File: src/rtl/gprf_pkg.sv
package gprf_pkg;
  typedef enum logic [1:0] {
    PTR_HOLD    = 2'd0,
    PTR_LOAD    = 2'd1,
    PTR_POSTINC = 2'd2,
    PTR_PREDEC  = 2'd3
  } ptr_op_e;

  typedef enum logic [1:0] {
    RGN_REG  = 2'd0,
    RGN_IO   = 2'd1,
    RGN_NONE = 2'd2
  } ds_region_e;
endpackage

File: src/rtl/gprf_ds_decode.sv
module gprf_ds_decode
  import gprf_pkg::*;
#(
  parameter int ADDR_W   = 16,
  parameter int NUM_REGS = 32,
  parameter int IO_REGS  = 64,
  localparam int REG_IDX_W = $clog2(NUM_REGS),
  localparam int IO_IDX_W  = $clog2(IO_REGS)
) (
  input  logic [ADDR_W-1:0]    ds_addr,
  input  logic                 ds_we,
  output ds_region_e           region,
  output logic [REG_IDX_W-1:0] reg_idx,
  output logic [IO_IDX_W-1:0]  io_idx,
  output logic                 reg_we,
  output logic                 io_we
);
  localparam logic [ADDR_W-1:0] IO_START = ADDR_W'(NUM_REGS);
  localparam logic [ADDR_W-1:0] WIN_END  = ADDR_W'(NUM_REGS + IO_REGS);

  always_comb begin
    if (ds_addr < IO_START)     region = RGN_REG;
    else if (ds_addr < WIN_END) region = RGN_IO;
    else                        region = RGN_NONE;
  end

  // Offset into the I/O bank, taken modulo the bank size
  assign reg_idx = ds_addr[REG_IDX_W-1:0];
  assign io_idx  = ds_addr[IO_IDX_W-1:0] - IO_IDX_W'(NUM_REGS);
  assign reg_we  = ds_we && (region == RGN_REG);
  assign io_we   = ds_we && (region == RGN_IO);
endmodule

File: src/rtl/gprf_ptr_unit.sv
module gprf_ptr_unit
  import gprf_pkg::*;
#(
  parameter int PTR_W     = 16,
  parameter int NUM_PTRS  = 3,
  parameter int SEL_W     = 2,
  parameter int REG_IDX_W = 5,
  parameter int PTR_BASE  = 26
) (
  input  ptr_op_e                          op,
  input  logic [SEL_W-1:0]                 sel,
  input  logic [PTR_W-1:0]                 wdata,
  input  logic [NUM_PTRS-1:0][PTR_W-1:0]   cur,
  output logic                             upd,
  output logic [REG_IDX_W-1:0]             lo_idx,
  output logic [PTR_W-1:0]                 next,
  output logic [PTR_W-1:0]                 addr
);
  logic             valid;
  logic [PTR_W-1:0] cur_sel;
  logic [PTR_W-1:0] dec_val;

  assign valid = sel < SEL_W'(NUM_PTRS);

  always_comb begin
    cur_sel = '0;
    for (int k = 0; k < NUM_PTRS; k++)
      if (sel == SEL_W'(k)) cur_sel = cur[k];
  end

  assign lo_idx  = REG_IDX_W'(PTR_BASE + 2 * int'(sel));
  assign dec_val = cur_sel - PTR_W'(1);

  always_comb begin
    upd  = 1'b0;
    next = cur_sel;
    addr = cur_sel;
    unique case (op)
      PTR_HOLD:    upd = 1'b0;
      PTR_LOAD:    begin upd = valid; next = wdata; end
      PTR_POSTINC: begin upd = valid; next = cur_sel + PTR_W'(1); end
      PTR_PREDEC:  begin upd = valid; next = dec_val; addr = dec_val; end
      default:     upd = 1'b0;
    endcase
  end
endmodule

File: src/rtl/gprf_io_bank.sv
module gprf_io_bank #(
  parameter int DATA_W  = 8,
  parameter int IO_REGS = 64,
  localparam int IO_IDX_W = $clog2(IO_REGS)
) (
  input  logic                clk,
  input  logic                rst,
  input  logic                dir_we,
  input  logic [IO_IDX_W-1:0] dir_idx,
  input  logic [DATA_W-1:0]   dir_wdata,
  output logic [DATA_W-1:0]   dir_rdata,
  input  logic                ds_we,
  input  logic [IO_IDX_W-1:0] ds_idx,
  input  logic [DATA_W-1:0]   ds_wdata,
  output logic [DATA_W-1:0]   ds_rdata
);
  logic [DATA_W-1:0] mem [IO_REGS];
  logic              ds_blocked;

  assign ds_blocked = dir_we && (dir_idx == ds_idx);

  always_ff @(posedge clk) begin
    if (rst) begin
      for (int i = 0; i < IO_REGS; i++) mem[i] <= '0;
    end else begin
      if (dir_we)                 mem[dir_idx] <= dir_wdata;
      if (ds_we && !ds_blocked)   mem[ds_idx]  <= ds_wdata;
    end
  end

  assign dir_rdata = mem[dir_idx];
  assign ds_rdata  = mem[ds_idx];
endmodule

File: src/rtl/gprf_core.sv
module gprf_core #(
  parameter int DATA_W   = 8,
  parameter int NUM_REGS = 32,
  parameter int NUM_PTRS = 3,
  parameter int PTR_BASE = 26,
  localparam int REG_IDX_W = $clog2(NUM_REGS),
  localparam int PTR_W     = 2 * DATA_W
) (
  input  logic                           clk,
  input  logic                           rst,
  input  logic [REG_IDX_W-1:0]           ra_sel,
  output logic [DATA_W-1:0]              ra_data,
  input  logic [REG_IDX_W-1:0]           rb_sel,
  output logic [DATA_W-1:0]              rb_data,
  input  logic                           alu_we,
  input  logic [REG_IDX_W-1:0]           alu_sel,
  input  logic [DATA_W-1:0]              alu_wdata,
  input  logic                           ptr_upd,
  input  logic [REG_IDX_W-1:0]           ptr_lo_idx,
  input  logic [PTR_W-1:0]               ptr_next,
  input  logic                           ds_we,
  input  logic [REG_IDX_W-1:0]           ds_sel,
  input  logic [DATA_W-1:0]              ds_wdata,
  output logic [DATA_W-1:0]              ds_rdata,
  output logic [NUM_PTRS-1:0][PTR_W-1:0] ptr_vals
);
  logic [DATA_W-1:0]    regs [NUM_REGS];
  logic [REG_IDX_W-1:0] ptr_hi_idx;

  assign ptr_hi_idx = ptr_lo_idx + REG_IDX_W'(1);

  for (genvar i = 0; i < NUM_REGS; i++) begin : g_ent
    logic              alu_hit, plo_hit, phi_hit, ds_hit;
    logic [DATA_W-1:0] q;

    assign alu_hit = alu_we  && (alu_sel    == REG_IDX_W'(i));
    assign plo_hit = ptr_upd && (ptr_lo_idx == REG_IDX_W'(i));
    assign phi_hit = ptr_upd && (ptr_hi_idx == REG_IDX_W'(i));
    assign ds_hit  = ds_we   && (ds_sel     == REG_IDX_W'(i));

    // Priority: ALU result, then pointer update, then data-space store
    always_ff @(posedge clk) begin
      if (rst)          q <= '0;
      else if (alu_hit) q <= alu_wdata;
      else if (plo_hit) q <= ptr_next[DATA_W-1:0];
      else if (phi_hit) q <= ptr_next[PTR_W-1:DATA_W];
      else if (ds_hit)  q <= ds_wdata;
    end

    assign regs[i] = q;
  end

  assign ra_data  = regs[ra_sel];
  assign rb_data  = regs[rb_sel];
  assign ds_rdata = regs[ds_sel];

  for (genvar k = 0; k < NUM_PTRS; k++) begin : g_ptr
    assign ptr_vals[k] = {regs[PTR_BASE + 2*k + 1], regs[PTR_BASE + 2*k]};
  end
endmodule

File: src/rtl/gprf_dataspace_file.sv
module gprf_dataspace_file
  import gprf_pkg::*;
#(
  parameter int DATA_W   = 8,
  parameter int NUM_REGS = 32,
  parameter int IO_REGS  = 64,
  parameter int ADDR_W   = 16,
  parameter int PTR_BASE = 26,
  localparam int REG_IDX_W = $clog2(NUM_REGS),
  localparam int IO_IDX_W  = $clog2(IO_REGS),
  localparam int PTR_W     = 2 * DATA_W,
  localparam int NUM_PTRS  = 3,
  localparam int SEL_W     = 2
) (
  input  logic                 clk,
  input  logic                 rst,
  input  logic [REG_IDX_W-1:0] ra_sel,
  output logic [DATA_W-1:0]    ra_data,
  input  logic [REG_IDX_W-1:0] rb_sel,
  output logic [DATA_W-1:0]    rb_data,
  input  logic                 wr_en,
  input  logic [REG_IDX_W-1:0] wr_sel,
  input  logic [DATA_W-1:0]    wr_data,
  input  logic [1:0]           ptr_op,
  input  logic [SEL_W-1:0]     ptr_sel,
  input  logic [PTR_W-1:0]     ptr_wdata,
  output logic [PTR_W-1:0]     ptr_addr,
  output logic [PTR_W-1:0]     ptr_x,
  output logic [PTR_W-1:0]     ptr_y,
  output logic [PTR_W-1:0]     ptr_z,
  input  logic                 io_we,
  input  logic [IO_IDX_W-1:0]  io_addr,
  input  logic [DATA_W-1:0]    io_wdata,
  output logic [DATA_W-1:0]    io_rdata,
  input  logic [ADDR_W-1:0]    ds_addr,
  input  logic                 ds_we,
  input  logic [DATA_W-1:0]    ds_wdata,
  output logic [DATA_W-1:0]    ds_rdata,
  output logic                 ds_oor
);
  ds_region_e                     region;
  logic [REG_IDX_W-1:0]           ds_reg_idx;
  logic [IO_IDX_W-1:0]            ds_io_idx;
  logic                           ds_reg_we, ds_io_we;
  logic [DATA_W-1:0]              reg_ds_rdata, io_ds_rdata;
  logic [NUM_PTRS-1:0][PTR_W-1:0] ptr_vals;
  logic                           ptr_upd;
  logic [REG_IDX_W-1:0]           ptr_lo_idx;
  logic [PTR_W-1:0]               ptr_next;

  gprf_ds_decode #(
    .ADDR_W(ADDR_W), .NUM_REGS(NUM_REGS), .IO_REGS(IO_REGS)
  ) u_dec (
    .ds_addr(ds_addr), .ds_we(ds_we), .region(region),
    .reg_idx(ds_reg_idx), .io_idx(ds_io_idx),
    .reg_we(ds_reg_we), .io_we(ds_io_we)
  );

  gprf_ptr_unit #(
    .PTR_W(PTR_W), .NUM_PTRS(NUM_PTRS), .SEL_W(SEL_W),
    .REG_IDX_W(REG_IDX_W), .PTR_BASE(PTR_BASE)
  ) u_ptr (
    .op(ptr_op_e'(ptr_op)), .sel(ptr_sel), .wdata(ptr_wdata),
    .cur(ptr_vals), .upd(ptr_upd), .lo_idx(ptr_lo_idx),
    .next(ptr_next), .addr(ptr_addr)
  );

  gprf_core #(
    .DATA_W(DATA_W), .NUM_REGS(NUM_REGS),
    .NUM_PTRS(NUM_PTRS), .PTR_BASE(PTR_BASE)
  ) u_core (
    .clk(clk), .rst(rst),
    .ra_sel(ra_sel), .ra_data(ra_data),
    .rb_sel(rb_sel), .rb_data(rb_data),
    .alu_we(wr_en), .alu_sel(wr_sel), .alu_wdata(wr_data),
    .ptr_upd(ptr_upd), .ptr_lo_idx(ptr_lo_idx), .ptr_next(ptr_next),
    .ds_we(ds_reg_we), .ds_sel(ds_reg_idx), .ds_wdata(ds_wdata),
    .ds_rdata(reg_ds_rdata), .ptr_vals(ptr_vals)
  );

  gprf_io_bank #(
    .DATA_W(DATA_W), .IO_REGS(IO_REGS)
  ) u_io (
    .clk(clk), .rst(rst),
    .dir_we(io_we), .dir_idx(io_addr), .dir_wdata(io_wdata),
    .dir_rdata(io_rdata),
    .ds_we(ds_io_we), .ds_idx(ds_io_idx), .ds_wdata(ds_wdata),
    .ds_rdata(io_ds_rdata)
  );

  always_comb begin
    unique case (region)
      RGN_REG: ds_rdata = reg_ds_rdata;
      RGN_IO:  ds_rdata = io_ds_rdata;
      default: ds_rdata = '0;
    endcase
  end

  assign ds_oor = (region == RGN_NONE);
  assign ptr_x  = ptr_vals[0];
  assign ptr_y  = ptr_vals[1];
  assign ptr_z  = ptr_vals[2];
endmodule

File: config.mk
export PLATFORM = sky130hd
export DESIGN_NAME = gprf_dataspace_file
export DESIGN_NICKNAME = d
export VERILOG_FILES = /design/src/rtl/gprf_pkg.sv /design/src/rtl/gprf_ds_decode.sv /design/src/rtl/gprf_ptr_unit.sv /design/src/rtl/gprf_io_bank.sv /design/src/rtl/gprf_core.sv /design/src/rtl/gprf_dataspace_file.sv
export SDC_FILE = /design/constraint.sdc
export NUM_CORES = 2
export LEC_CHECK = 0
export CELL_PAD_IN_SITES_DETAIL_PLACEMENT = 0
export CELL_PAD_IN_SITES_GLOBAL_PLACEMENT = 2
export CORE_UTILIZATION = 35
export CTS_BUF_LIST = sky130_fd_sc_hd__clkbuf_8
export DETAILED_ROUTE_END_ITERATION = 10
export HOLD_SLACK_MARGIN = 0.12
export PLACE_DENSITY = 0.67
export SYNTH_ARGS = -nofsm -noshare
export SYNTH_HDL_FRONTEND = slang
export SYNTH_SLANG_ARGS = --single-unit
File: constraint.sdc
create_clock -name clk -period 3.6 [get_ports clk]
set_input_delay 0.36 -clock clk [delete_from_list [all_inputs] [get_ports clk]]
set_output_delay 0.36 -clock clk [all_outputs]
set_load 0.05 [all_outputs]
==> summary.txt <==
Vert. Die Dim: 380 um
Initial DRC count: 5788
Routability cong.: 0.950
Setup crit end kind: output port
Synthesized area: 50100 sq um
Grt ovf: 0
Final nets: 4602
Core ar.: 142000 sq um
Total CTS buffers: 145
Switching pwr: 0.00732 W
Failing checks: negative setup slack
Drt via density: 6.65
Slew headroom: 9.40%
Worst Max-Slew Pin Slew: 1.36 ns
Fill cells: 13199
CTS tree: done
Part of the power in registers: 44.2%
GR Util All Layers: 31.2%
Routed WL: 232000 um
Family with the most delay on the worst path: multiplexers
Placed Cells: 6238
Internal power: 0.0156 W
# clock sinks: 768
Largest net degree at the start of global routing: 192
Final min period: 3.63 ns
Hold WS: 0.209 ns
RSZ-0062 raised after global routing: true
F_max: 276 MHz
Area fraction of the dominant cell type after synthesis: 30.7%
Worst-path fanout max: 2
Mean Syn Cell Area: 11.9 sq um
Detailed placer's ending HPWL: 164000 um
Min-Delay Path Class: in -> reg
Multi-input gate area: 27700 sq um
Total number of vias: 43357
Synth Instances: 4208
YS warnings: 0
Final std cells w/o fill: 6523
Post-synth EDFFs: 512
Core Util, Final: 42.2%
Yosys cell types: 80
Pwr dens: 384 nW/um^2
Worst Skew: 0.0111 ns
Share of cells above drive strength 1: 30.5%
First-pass GRT wire length: 325000 um
WL/cell: 35.5 um
Post-synth ARST share: 0%
Commonest non-fill, non-tap cell in the layout: edfxtp_1
Slew Limit Fails: 0
Synth area leaders: edfxtp_1 (31%), mux4_2 (20%), dfxtp_1 (10%), a22o_1 (8.2%), mux2i_1 (4.1%)
Die X-Extent: 380 um
Layout Area Growth over Synthesis: 19.2%
Leak: 21.4 nW
Data arrival, critical path: 3.27 ns
Vias in the first global route: 40909
Max-Cap Viols: 0
Crit-path cells: mux4_2, mux4_2, mux2i_4, o22a_1, o21ai_1, buf_4, buf_8
Commonest non-fill, non-tap cells in the layout: edfxtp_1 (512), a22o_1 (470), mux4_2 (455)
Period Utilization, post-route: 101%
Initial core utilization: 35.4%
Initial antenna violation count: 4
Final Hold Vio Count: 0
Number of routed nets with antenna violations: 0
Port-buffer cells: 182
CP Launch Type: flip-flop
Final setup violation count: 1
Clk network pwr share: 36.7%
Max incr delay on CP: 0.62 ns
Reg clk slew, reported paths: 0.06 ns
Reg area: 20500 sq um
#FFs+latches synth: 768
Main synth FF type: edfxtp_1
Number of core rows: 138
Kind of critical path: reg -> out
Gate power share: 19.1%
Worst EP required: 3.24 ns
Worst vdd ir: 0.337 mV
CP max stage cell: mux4_2
Pre-Repair DR Iteration Count: 6
H-tree Lvls: 4
Worst path buffer plus inverter count: 2
Syn_nets: 4297
Sw Share: 31.9%
Post-route DRC: 0
I/O Pins: 183
Sequential fraction of the synthesis area: 40.9%
Clk Latency, worst-skew pair: 0.89 ns
Final worst slack: -0.0262 ns
DIE AREA: 145000 sq um
Clock buffer depth: 3
Cell taking the most area after synthesis: edfxtp_1
Status: finished with violations
Most used cell, CP: mux4_2
CTS root buf: clkbuf_8
[cell type report]
class / instances / share of cell area [%]
diodes: 2 / 0.00838
multi-input cells: 2918 / 46.3
repair buffers: 673 / 10.8
flip-flops and latches: 768 / 34.4
inverters: 7 / 0.0440
clock buffers: 156 / 3.59
well taps: 1890 / 3.96
clock inverters: 109 / 0.955
[worst paths after layout]
kind | from | endpoint | slack, ns | cells after the start
hold / removal | rst | u_io.mem[25][7] | 0.21 | 3
hold reg to reg | u_core.g_ent[8].q[5] | u_core.g_ent[8].q[5] | 0.51 | 2
setup reg to reg | u_core.g_ent[27].q[0] | u_core.g_ent[27].q[1] | 0.57 | 9
setup / recovery | u_core.g_ent[31].q[5] | ds_rdata[5] | -0.03 | 7
[kinds of logic (layout without fill, tap and decap cells)]
group / after synthesis / in the layout / share of synthesized area [%]
compound gates: 1141 / 1141 / 18.7
simple gates: 1014 / 1014 / 9.19
flops: 768 / 768 / 40.9
mux: 719 / 719 / 25.9
buf+inv: 522 / 945 / 4.55
xor+xnor: 41 / 41 / 0.716
fa+ha+maj: 3 / 3 / 0.0749
other cells: 0 / 2 / 0
[sequential cells by signal, summed over array words and instances (netlist names)]
name,flops
u_io.mem,512
u_core.g_ent.q,256
[synth_stat cells (5+ instances only)]
master,instances
nand3b_1,10
o221ai_1,8
a22oi_1,40
a31oi_1,5
buf_1,51
nor4_1,8
edfxtp_1,512
a21oi_1,106
and3_1,21
clkbuf_1,301
nor3_1,27
nor2_1,434
a211oi_1,115
o22a_1,9
a32o_1,58
o2bb2ai_4,5
mux2i_1,205
nand4_1,6
nand3_1,158
o22ai_1,32
xnor2_1,26
buf_4,39
nand2b_1,11
buf_2,121
o2bb2ai_2,7
xor2_1,15
and2_1,14
a211o_1,56
a311oi_1,133
nor4_4,5
mux2_2,59
a22o_1,470
mux4_2,455
o21ai_0,31
a221oi_1,26
or3_1,19
inv_1,7
o21ai_1,11
nand2_1,246
nor2b_1,18
dfxtp_1,256
or4_1,7
[metal layers]
metal	routed length, um	up-vias	global-route usage (%)	part of all wire, %
met4	7580	4	9.99	3.3
met2	103000	2755	47.1	45
met3	22900	384	6.14	9.9
li1	-	17791	-	-
met5	31	-	0	0.013
met1	97600	22423	44.7	42
[through the flow]
stage	setup TNS (ns)	setup WS (ns)	area (sq um)	power [W]
6_report	-0.0262	-0.0262	59800	0.0230
5_1_grt	-0.135	-0.0440	59800	0.0235
2_1_floorplan	0	0.302	50100	0.0125
4_1_cts	-0.159	-0.0699	59600	0.0230
3_5_place_dp	-0.376	-0.128	56500	0.0145
3_3_place_gp	-0.258	-0.105	56500	0.0145
[what timing repair did]
action	CTS	global route
hold buffers	10	0
pin swaps	9	11
endpoints found under the setup margin	20	15
endpoints found under the hold margin	36	0
buffers inserted	7	3
resized for setup	71	25
[power by group through the flow]
stage	Sequential [W]	Clock, W	Combinational [W]
detailed placement	0.0103	0	0.00421
global placement	0.0103	0	0.00422
finish	0.0101	0.00844	0.00438
CTS	0.0101	0.00854	0.00429
global route	0.0102	0.00887	0.00451
floorplan	0.0102	0	0.00226
[worst min-delay path, stage by stage]
cell and delay, ns:
buf_8 0.26, a211o_1 0.19, buf_12 0.13
Note: power is estimated with default switching activity, not from simulation.
